File: src/rtl/tbl_pkg.sv
package tbl_pkg;
  localparam logic [7:0]  MARK_BYTE      = 8'h01;
  localparam logic [15:0] FINAL_LENGTH   = 16'd6;
  localparam logic [15:0] HEADER_BYTES   = 16'd6;
  localparam logic [15:0] NO_START_ORIGIN = 16'h0001;
  localparam int          LANES          = 2;

  typedef enum logic [3:0] {
    ST_LEADER,
    ST_SKIP,
    ST_LEN_LO,
    ST_LEN_HI,
    ST_ORG_LO,
    ST_ORG_HI,
    ST_DATA,
    ST_CSUM,
    ST_HALT
  } parseState_t;

  typedef struct packed {
    logic sumClr;
    logic sumLoad;
    logic sumAdd;
    logic ldLenLo;
    logic ldLenHi;
    logic ldOrgLo;
    logic ldOrgHi;
    logic ldStart;
    logic wrData;
  } dpCtl_t;

  typedef struct packed {
    logic lenIsFinal;
    logic orgIsNoStart;
    logic remIsOne;
    logic addrOutOfRange;
    logic sumWillZero;
  } dpStat_t;
endpackage

File: src/rtl/tbl_dpath.sv
module tbl_dpath
  import tbl_pkg::*;
#(
  parameter int MEM_WORDS = 4096,
  parameter int ADDR_W    = $clog2(MEM_WORDS)
) (
  input  logic              clk,
  input  logic              rst,
  input  logic              start,
  input  logic [7:0]        inByte,
  input  dpCtl_t            ctl,
  output dpStat_t           stat,
  output logic              memWe,
  output logic [ADDR_W-1:0] memAddr,
  output logic [15:0]       memData,
  output logic [LANES-1:0]  memBe,
  output logic [15:0]       startAddr
);
  localparam logic [16:0] MEM_BYTES = 17'(2 * MEM_WORDS);

  logic [7:0]  sumReg;
  logic [15:0] lenReg;
  logic [15:0] orgReg;
  logic [15:0] remReg;
  logic [15:0] startReg;
  logic [7:0]  sumPlus;
  logic        clr;

  assign clr     = rst | start;
  assign sumPlus = sumReg + inByte;

  always_ff @(posedge clk) begin
    if (clr) begin
      sumReg   <= '0;
      lenReg   <= '0;
      orgReg   <= '0;
      remReg   <= '0;
      startReg <= '0;
    end else begin
      if (ctl.sumClr)       sumReg <= '0;
      else if (ctl.sumLoad) sumReg <= inByte;
      else if (ctl.sumAdd)  sumReg <= sumPlus;

      if (ctl.ldLenLo) lenReg[7:0]  <= inByte;
      if (ctl.ldLenHi) lenReg[15:8] <= inByte;
      if (ctl.ldOrgLo) orgReg[7:0]  <= inByte;

      if (ctl.ldOrgHi) begin
        orgReg[15:8] <= inByte;
        remReg       <= lenReg - HEADER_BYTES;
      end else if (ctl.wrData) begin
        orgReg <= orgReg + 16'd1;
        remReg <= remReg - 16'd1;
      end

      if (ctl.ldStart) startReg <= {inByte, orgReg[7:1], 1'b0};
    end
  end

  assign stat.lenIsFinal     = (lenReg == FINAL_LENGTH);
  assign stat.orgIsNoStart   = ({inByte, orgReg[7:0]} == NO_START_ORIGIN);
  assign stat.remIsOne       = (remReg == 16'd1);
  assign stat.addrOutOfRange = ({1'b0, orgReg} >= MEM_BYTES);
  assign stat.sumWillZero    = (sumPlus == 8'h00);

  assign memWe     = ctl.wrData;
  assign memAddr   = orgReg[ADDR_W:1];
  assign startAddr = startReg;

  for (genvar lane = 0; lane < LANES; lane++) begin : g_lane
    assign memBe[lane]           = (orgReg[0] == 1'(lane));
    assign memData[lane*8 +: 8]  = inByte;
  end

  AST_WRITE_IN_RANGE: assert property (@(posedge clk) disable iff (rst)
    memWe |-> !stat.addrOutOfRange);
  AST_ONE_LANE: assert property (@(posedge clk) disable iff (rst)
    memWe |-> ($countones(memBe) == 1));
endmodule

File: src/rtl/tbl_ctrl.sv
module tbl_ctrl
  import tbl_pkg::*;
(
  input  logic       clk,
  input  logic       rst,
  input  logic       start,
  input  logic [7:0] inByte,
  input  logic       inValid,
  input  logic       inEnd,
  input  dpStat_t    stat,
  output dpCtl_t     ctl,
  output logic       done,
  output logic       csumErr,
  output logic       rangeErr,
  output logic       eofErr,
  output logic       startValid
);
  parseState_t state, nextState;
  logic accept;
  logic setDone, setCsum, setRange, setEof, setStart;

  assign accept = inValid && (state != ST_HALT);

  always_comb begin
    ctl       = '0;
    nextState = state;
    setDone   = 1'b0;
    setCsum   = 1'b0;
    setRange  = 1'b0;
    setStart  = 1'b0;
    if (accept) begin
      unique case (state)
        ST_LEADER: begin
          if (inByte == MARK_BYTE) begin
            ctl.sumLoad = 1'b1;
            nextState   = ST_SKIP;
          end else begin
            ctl.sumClr = 1'b1;
          end
        end
        ST_SKIP: begin
          ctl.sumAdd = 1'b1;
          nextState  = ST_LEN_LO;
        end
        ST_LEN_LO: begin
          ctl.sumAdd  = 1'b1;
          ctl.ldLenLo = 1'b1;
          nextState   = ST_LEN_HI;
        end
        ST_LEN_HI: begin
          ctl.sumAdd  = 1'b1;
          ctl.ldLenHi = 1'b1;
          nextState   = ST_ORG_LO;
        end
        ST_ORG_LO: begin
          ctl.sumAdd  = 1'b1;
          ctl.ldOrgLo = 1'b1;
          nextState   = ST_ORG_HI;
        end
        ST_ORG_HI: begin
          ctl.sumAdd  = 1'b1;
          ctl.ldOrgHi = 1'b1;
          if (stat.lenIsFinal) begin
            setDone   = 1'b1;
            nextState = ST_HALT;
            if (!stat.orgIsNoStart) begin
              ctl.ldStart = 1'b1;
              setStart    = 1'b1;
            end
          end else begin
            nextState = ST_DATA;
          end
        end
        ST_DATA: begin
          if (stat.addrOutOfRange) begin
            setRange  = 1'b1;
            nextState = ST_HALT;
          end else begin
            ctl.sumAdd = 1'b1;
            ctl.wrData = 1'b1;
            if (stat.remIsOne) nextState = ST_CSUM;
          end
        end
        ST_CSUM: begin
          if (stat.sumWillZero) begin
            ctl.sumClr = 1'b1;
            nextState  = ST_LEADER;
          end else begin
            setCsum   = 1'b1;
            nextState = ST_HALT;
          end
        end
        default: nextState = ST_HALT;
      endcase
    end
  end

  assign setEof = inEnd && (state != ST_HALT) && (nextState != ST_HALT);

  always_ff @(posedge clk) begin
    if (rst || start) begin
      state      <= ST_LEADER;
      done       <= 1'b0;
      csumErr    <= 1'b0;
      rangeErr   <= 1'b0;
      eofErr     <= 1'b0;
      startValid <= 1'b0;
    end else begin
      state      <= setEof ? ST_HALT : nextState;
      done       <= done | setDone;
      csumErr    <= csumErr | setCsum;
      rangeErr   <= rangeErr | setRange;
      eofErr     <= eofErr | setEof;
      startValid <= startValid | setStart;
    end
  end

  AST_HALT_SILENT: assert property (@(posedge clk) disable iff (rst)
    (done || csumErr || rangeErr || eofErr) |-> !ctl.wrData);
  AST_CSUM_STICKY: assert property (@(posedge clk) disable iff (rst)
    (csumErr && !start) |=> csumErr);
  AST_DONE_STICKY: assert property (@(posedge clk) disable iff (rst)
    (done && !start) |=> done);
  AST_ONE_OUTCOME: assert property (@(posedge clk) disable iff (rst)
    $countones({done, csumErr, rangeErr, eofErr}) <= 1);
  AST_EOF_AFTER_DONE: assert property (@(posedge clk) disable iff (rst)
    (done && !start) |=> !eofErr);
endmodule

File: src/rtl/tape_block_loader.sv
module tape_block_loader
  import tbl_pkg::*;
#(
  parameter int MEM_WORDS = 4096,
  parameter int ADDR_W    = $clog2(MEM_WORDS)
) (
  input  logic              clk,
  input  logic              rst,
  input  logic              start,
  input  logic [7:0]        inByte,
  input  logic              inValid,
  input  logic              inEnd,
  output logic              memWe,
  output logic [ADDR_W-1:0] memAddr,
  output logic [15:0]       memData,
  output logic [1:0]        memBe,
  output logic [15:0]       startAddr,
  output logic              startValid,
  output logic              done,
  output logic              csumErr,
  output logic              rangeErr,
  output logic              eofErr
);
  dpCtl_t  ctl;
  dpStat_t stat;

  tbl_ctrl u_ctrl (
    .clk        (clk),
    .rst        (rst),
    .start      (start),
    .inByte     (inByte),
    .inValid    (inValid),
    .inEnd      (inEnd),
    .stat       (stat),
    .ctl        (ctl),
    .done       (done),
    .csumErr    (csumErr),
    .rangeErr   (rangeErr),
    .eofErr     (eofErr),
    .startValid (startValid)
  );

  tbl_dpath #(
    .MEM_WORDS (MEM_WORDS),
    .ADDR_W    (ADDR_W)
  ) u_dpath (
    .clk       (clk),
    .rst       (rst),
    .start     (start),
    .inByte    (inByte),
    .ctl       (ctl),
    .stat      (stat),
    .memWe     (memWe),
    .memAddr   (memAddr),
    .memData   (memData),
    .memBe     (memBe),
    .startAddr (startAddr)
  );

  AST_WE_NEEDS_BYTE: assert property (@(posedge clk) disable iff (rst)
    memWe |-> inValid);
  AST_START_EVEN: assert property (@(posedge clk) disable iff (rst)
    startValid |-> !startAddr[0]);
  AST_START_WITH_DONE: assert property (@(posedge clk) disable iff (rst)
    startValid |-> done);
endmodule

File: config.mk
export PLATFORM = sky130hd
export DESIGN_NAME = tape_block_loader
export DESIGN_NICKNAME = d
export VERILOG_FILES = /design/src/rtl/tbl_pkg.sv /design/src/rtl/tbl_dpath.sv /design/src/rtl/tbl_ctrl.sv /design/src/rtl/tape_block_loader.sv
export SDC_FILE = /design/constraint.sdc
export NUM_CORES = 1
export LEC_CHECK = 0
export BUFFER_PORTS_ARGS = -buffer_cell sky130_fd_sc_hd__buf_2
export CORE_UTILIZATION = 60
export DETAILED_ROUTE_END_ITERATION = 8
export GPL_TIMING_DRIVEN = 1
export PLACE_DENSITY = 0.83
export SETUP_SLACK_MARGIN = 0.2
export SKIP_LAST_GASP = 1
export SLEW_MARGIN = 40
export SYNTH_ARGS = -nofsm -noshare
export SYNTH_HDL_FRONTEND = slang
export SYNTH_SLANG_ARGS = --single-unit
export TNS_END_PERCENT = 100
File: constraint.sdc
create_clock -name clk -period 3.4 [get_ports clk]
set_input_delay 0.17 -clock clk [delete_from_list [all_inputs] [get_ports clk]]
set_output_delay 0.17 -clock clk [all_outputs]
set_load 0.01 [all_outputs]
==> results_dict.tcl, run 1 <==
set metrics [dict create \
    status "finished, final reports clean" \
    r2r_start "u_dpath.sumReg[0]$_SDFFE_PP0P_" \
    cp_num_buf_inv 1 \
    utilization 0.675 \
    synth_nets 583 \
    ys_seq_area_frac 0.346 \
    r2r_end "u_dpath.sumReg[2]$_SDFFE_PP0P_" \
    dr.pass1.iters 5 \
    hold_violations 0 \
    slew_headroom 0.547 \
    synth_area_um2 4630 \
    wl_um 11200 \
    gp_congestion 0.835 \
    arrival_ns 2.85 \
    num_rows 31 \
    initial_core_util 0.628 \
    htreeDepth 3 \
    synth_edf_count 0 \
    syn_inst 557 \
    final_antenna_net_count 0 \
    synth-async-reset-ratio 0 \
    start_kind "flop" \
    maxCapViolations 0 \
    first_global_vias 4044 \
    cp-endpoint "u_dpath.sumReg[2]$_SDFFE_PP0P_" \
    final_cells 685 \
    slowest_stage "nor4_4" \
    grt-ovfl-total 0 \
    num_vias 4213 \
    die_area_um2 8070 \
    fin_setup_tns_ns 0 \
    finalCritPeriodShare 0.773 \
    cp-startpoint "u_dpath.sumReg[0]$_SDFFE_PP0P_" \
    worstSetupPathType "reg2reg" \
    worst-path-stages 9 \
    cts_root_buf "clkbuf_8" \
    whs_ns 0.151 \
    cts_tree "yes" \
    worst_pin_slew_ns 0.679 \
    critPathTopFamily "simple AND/OR/NAND/NOR gates" \
    synth_area_leaders "dfxtp_1 35%, nor2_1 6.2%, mux2i_1 5.2%, buf_4 4.9%, a21oi_1 4.2%" \
    yosys.area.top_type_share 0.346 \
    drt_iter0_markers 402 \
    cts_buffer_depth 2 \
    r2r_slack_ns 0.77 \
    grt_pass1_wl_um 18700 \
    syn_to_final_growth_pct 7.49 \
    rsz0062_at_grt "false" \
    ios 65 \
    core_area_um2 7370 \
    avgSynthCellArea_um2 8.31 \
    drc 0 \
    vias_per_cell 6.15 \
    synthFlopType "dfxtp_1" \
    placedInstanceArea_um2 4740 \
    finalCriticalPeriod_ns 2.63 \
    dpl.hpwl_um 7780 \
    slowest_delay_ns 0.47 \
    clock.fmax_ghz 0.380 \
    cp_max_fo 8 \
    die_h_um 89.8 \
    hold_path_class "in2reg" \
    yosysUniqueCellTypes 71 \
    postCtsSetupRepairBufs 0 \
    antenna_found_initial 0 \
    ctsResizeCount 0 \
    peakVddDrop_mv 0.262 \
    fill_cells 633 \
    fin_worst_skew_ns 0.0226 \
    synth-seq-cells 80 \
    holdPathStages 3 \
    grt_use_total 0.283 \
    final-setup-viol-count 0 \
    power_density_nw_per_um2 373 \
    clock_sinks 80 \
    critPathRequiredTime_ns 3.62 \
    finalInstanceArea_um2 4970 \
    synth_common_cells "80 x dfxtp_1, 77 x nor2_1, 40 x nand2_1" \
    grt_max_degree 65 \
    ys_warn_count 0 \
    cp_cell_sequence "ha_1, inv_1, fa_1, nor2b_1, o21ai_0, xnor2_1, or3_4, nor4_4, nor3b_1" \
    die_x_um 89.8 \
    clk_pin_slew_ns 0.10 \
    synth.most_common_cell "dfxtp_1" \
    slew_violations 0 \
    r2r_cells 9 \
    clk_latency_ns 0.37 \
    leakage_nw 2.02 \
    end_kind "flop" \
    wl_per_cell_um 16.3 \
    diodes 0 \
    io_buffers 63 \
    hold_buffers 0 \
    place_inst 669 \
    drive_above_1_share 0.179 \
    cts_buffers 9 \
    yosysTopAreaCell "dfxtp_1" \
    nets 607 \
]
## final cells by class
cell class / count / area (um2) / area share
sequential: 80 / 1600 / 0.322
tap: 99 / 124 / 0.0249
timing repair buffer: 70 / 368 / 0.0740
inverter: 14 / 52.6 / 0.0106
multi-input combinational: 406 / 2600 / 0.522
clock inverter: 7 / 106 / 0.0214
clock buffer: 9 / 124 / 0.0249
## tightest hold or removal path, delay by kind of cell
family                 cells  cell delay, ns
and+or+nand+nor            1            0.08
buffers and inverters      1            0.17
AOI/OAI and AO/OA          1            0.05
## per-stage QoR
| stage | total power, mW | worst slack (ns) |
|---|---|---|
| 2_1_floorplan | 1.03 | 1.09 |
| 3_3_place_gp | 1.06 | 0.852 |
| 3_5_place_dp | 1.06 | 0.702 |
| 4_1_cts | 1.86 | 0.802 |
| 5_1_grt | 1.91 | 0.642 |
| 6_report | 1.86 | 0.771 |
## how the worst min path moves through the flow
stage / from / to / slack (ns)
floorplan: inByte[6] / u_dpath.orgReg[14]$_SDFFE_PP0P_ / 0.30
global placement: u_ctrl.startValid$_SDFF_PP0_ / u_ctrl.startValid$_SDFF_PP0_ / 0.43
detailed placement: u_ctrl.startValid$_SDFF_PP0_ / u_ctrl.startValid$_SDFF_PP0_ / 0.44
CTS: inByte[7] / u_dpath.orgReg[15]$_SDFFE_PP0P_ / 0.14
global route: inByte[6] / u_dpath.orgReg[14]$_SDFFE_PP0P_ / 0.17
finish: inByte[7] / u_dpath.orgReg[15]$_SDFFE_PP0P_ / 0.15
## logic make-up (layout without fill, tap and decap cells)
group	Yosys count	after routing	synth area share
flip-flops	80	80	0.346
other	1	1	0.000810
buffers and inverters	71	100	0.0925
XOR/XNOR	23	23	0.0435
multiplexers	24	24	0.0519
adder cells (fa/ha/maj)	13	13	0.0368
AND/OR/NAND/NOR	225	225	0.257
AO/OA/AOI/OAI	120	120	0.171
## metal layers
metal  GRT usage  wire length (um)  vias up
met5           0                 0        -
met4       0.124               236        0
met3      0.0448               737       25
met2       0.477              5400      181
met1       0.357              4820     1978
li1            -                 -     2029
## registers in the layout, indices dropped and copies added, names as in the netlist
signal             cells
u_ctrl.eofErr          1
u_ctrl.state           4
u_dpath.orgReg        16
u_dpath.sumReg         8
u_ctrl.rangeErr        1
u_dpath.startAddr     15
u_ctrl.csumErr         1
u_dpath.lenReg        16
u_ctrl.startValid      1
u_dpath.remReg        16
u_ctrl.done            1
## where the power goes
group	switching (mW)	internal, mW
registers	0.00172	0.937
clock network	0.389	0.429
logic	0.0664	0.0327
## cell usage in the layout, fill, tap and decap left out, types with 6 or more instances in the layout
cell type	instances
a21oi_1	39
a22oi_1	7
a31oi_1	7
nand2_1	40
buf_2	63
nor2b_1	8
inv_1	13
o21ai_0	20
mux2i_1	24
buf_4	7
nor2_1	77
nor4_1	10
clkbuf_8	9
xnor2_1	7
nand3_1	15
and3_1	7
a211oi_1	7
nand4_1	9
ha_1	12
dfxtp_1	80
nor3b_1	13
xor2_1	16
nand2b_1	6
a221oi_1	6
No activity file was read; power rests on OpenSTA's default activity.
==> run 2, diff against run 1 <==
--- a/config.mk
+++ b/config.mk
@@ -5,11 +5,12 @@
 export SDC_FILE = /design/constraint.sdc
 export NUM_CORES = 1
 export LEC_CHECK = 0
+export ABC_AREA = 1
 export BUFFER_PORTS_ARGS = -buffer_cell sky130_fd_sc_hd__buf_2
-export CORE_UTILIZATION = 60
+export CORE_UTILIZATION = 53
 export DETAILED_ROUTE_END_ITERATION = 8
 export GPL_TIMING_DRIVEN = 1
-export PLACE_DENSITY = 0.83
+export PLACE_DENSITY = 0.77
 export SETUP_SLACK_MARGIN = 0.2
 export SKIP_LAST_GASP = 1
 export SLEW_MARGIN = 40
==> constraint.sdc (replaced) <==
create_clock -name clk -period 2.1 [get_ports clk]
set_input_delay 0.105 -clock clk [delete_from_list [all_inputs] [get_ports clk]]
set_output_delay 0.105 -clock clk [all_outputs]
set_load 0.01 [all_outputs]
==> run 2 against run 1 <==
The flow now finishes with violations (negative setup slack). Clock skew decreased by 0.012 ns. Via count increased by 18%. Global-route usage decreased by 0.31 points. Sequential share of layout area decreased by 4.2 points. Largest cell class unchanged. Highest routed layer unchanged.
==> results_dict.tcl, run 2 <==
set metrics [dict create \
    cts_buffer_depth 2 \
    cp-startpoint "u_dpath.sumReg[0]$_SDFFE_PP0P_" \
    initial_core_util 0.557 \
    syn_inst 714 \
    hold_start "inEnd" \
    drt_iter0_markers 261 \
    cp_max_fo 3 \
    whs_ns 0.0399 \
    grt_pass1_wl_um 21600 \
    die_x_um 98.4 \
    synth_common_cells "134 x nand2_1, 93 x inv_1, 89 x nor2_1" \
    critPathRequiredTime_ns 2.40 \
    worst_slack_ns -0.00951 \
    synth-async-reset-ratio 0 \
    finalCritPeriodShare 1.00 \
    hold_violations 0 \
    arrival_ns 2.41 \
    drc 0 \
    yosys.area.top_type_share 0.325 \
    violations "negative setup slack" \
    drive_above_1_share 0.262 \
    status "finished, violations left" \
    syn_to_final_growth_pct 16.4 \
    antenna_found_initial 0 \
    cp-endpoint "u_ctrl.state[0]$_SDFF_PP0_" \
    slew_violations 0 \
    finalCriticalPeriod_ns 2.11 \
    maxCapViolations 0 \
    end_kind "flop" \
    ys_seq_area_frac 0.325 \
    start_kind "flop" \
    grt_use_total 0.280 \
    utilization 0.648 \
    grt_max_degree 41 \
    synth.most_common_cell "nand2_1" \
    cts_buffers 9 \
    yosysTopAreaCell "dfxtp_1" \
    mostFrequentLayoutCells "122 x nand2_1, 89 x inv_1, 81 x nor2_1" \
    clk_latency_ns 0.36 \
    slew_headroom 0.620 \
    first_global_vias 4716 \
    synth_area_um2 4930 \
    peakVddDrop_mv 0.260 \
    io_buffers 63 \
    synth-seq-cells 80 \
    finalInstanceArea_um2 5730 \
    die_area_um2 9690 \
    ios 65 \
    clock_sinks 80 \
    reg_top3 "u_dpath.lenReg (16), u_dpath.orgReg (16), u_dpath.remReg (16)" \
    hold_buffers 0 \
    cts_root_buf "clkbuf_8" \
    r2r_end "u_ctrl.state[0]$_SDFF_PP0_" \
    vias_per_cell 5.58 \
    post-place-ws_ns 0.0139 \
    grt-ovfl-total 0 \
    dpl.hpwl_um 9130 \
    wl_um 13800 \
    clock.fmax_ghz 0.474 \
    r2r_start "u_dpath.sumReg[0]$_SDFFE_PP0P_" \
    holdPathStages 3 \
    worstSetupPathType "reg2reg" \
    num_vias 4970 \
    worst_pin_slew_ns 0.568 \
    synth_area_leaders "dfxtp_1 33%, nand2_1 10%, inv_1 7.1%, nor2_1 6.8%, a21oi_1 5.2%" \
    cts_tree "yes" \
    r2r_slack_ns -0.01 \
    final_common_cell "nand2_1" \
    fin_worst_skew_ns 0.0109 \
    rsz0062_at_grt "true" \
    power_density_nw_per_um2 478 \
    final_antenna_net_count 0 \
    htreeDepth 3 \
    dr.pass1.iters 5 \
    die_h_um 98.4 \
    synth_edf_count 0 \
    leakage_nw 2.56 \
    num_rows 34 \
    ys_warn_count 0 \
    clk_pin_slew_ns 0.09 \
    gp_congestion 0.906 \
    nets 804 \
    hold_path_class "in2reg" \
    final_cells 890 \
    placedInstanceArea_um2 5170 \
    finalPower_mw 2.74 \
    r2r_cells 18 \
    core_area_um2 8850 \
    place_inst 852 \
    wl_per_cell_um 15.5 \
    fin_setup_tns_ns -0.0113 \
    synth_nets 740 \
    diodes 0 \
    synthFlopType "dfxtp_1" \
    yosysUniqueCellTypes 39 \
    final-setup-viol-count 2 \
    avgSynthCellArea_um2 6.90 \
]
run 2: logic make-up (layout without fill, tap and decap cells):
kind of cell,Yosys count,in the layout,share of synthesized area
compound gates,149,149,0.194
xor+xnor,20,20,0.0355
fa+ha+maj,13,13,0.0345
buf+inv,153,221,0.154
flops,80,80,0.325
other cells,1,1,0.000761
simple gates,298,298,0.256
run 2: layer usage:
metal | wire (um) | vias to the layer above | GRT usage
met2 | 6730 | 204 | 0.482
met5 | 0 | - | 0
met1 | 5740 | 2298 | 0.333
met3 | 944 | 40 | 0.0567
li1 | - | 2428 | -
met4 | 351 | 0 | 0.138
run 2: worst max-delay path, stage by stage, from the launching register on:
cell,delay (ns)
dfxtp_2,0.35
ha_4,0.13
inv_2,0.03
fa_2,0.36
inv_2,0.07
nand2_2,0.06
nand2_4,0.08
nand3_2,0.07
nand2_1,0.06
nand2_1,0.08
nand2_2,0.09
nor2_2,0.05
nand2_1,0.07
nand2_2,0.07
nand2_2,0.09
nand3_2,0.08
nand2_4,0.11
nand2_2,0.06
nor2_1,0.13
run 2: final cells by class:
type	count	area (um2)
clock buffer	10	128
clock inverter	5	35.0
multi-input combinational	481	2760
sequential	80	1610
inverter	99	382
timing repair buffer	107	691
tap	108	135
fill	759	3120
run 2: where the power goes:
group          total [mW]  internal (mW)  switching, mW  leakage [nW]
combinational       0.205         0.0678          0.137          1.83
sequential           1.52           1.52        0.00244         0.646
clock                1.02          0.423          0.593        0.0821
total                2.74           2.01          0.733          2.56
run 2: repair_timing:
| action | 4_1_cts | 5_1_grt |
|---|---|---|
| gates cloned | 0 | 1 |
| gates resized for setup | 19 | 43 |
| pin swaps | 7 | 8 |
| setup endpoints to repair | 17 | 39 |
| buffers inserted | 13 | 9 |
| hold endpoints to repair | 0 | 0 |
run 2: worst min-delay path by stage:
stage                                      end
CTS                 u_ctrl.state[3]$_SDFF_PP0_
finish                u_ctrl.eofErr$_SDFF_PP0_
detailed placement  u_ctrl.state[3]$_SDFF_PP0_
global route          u_ctrl.eofErr$_SDFF_PP0_
global placement    u_ctrl.state[3]$_SDFF_PP0_
floorplan           u_ctrl.state[3]$_SDFF_PP0_
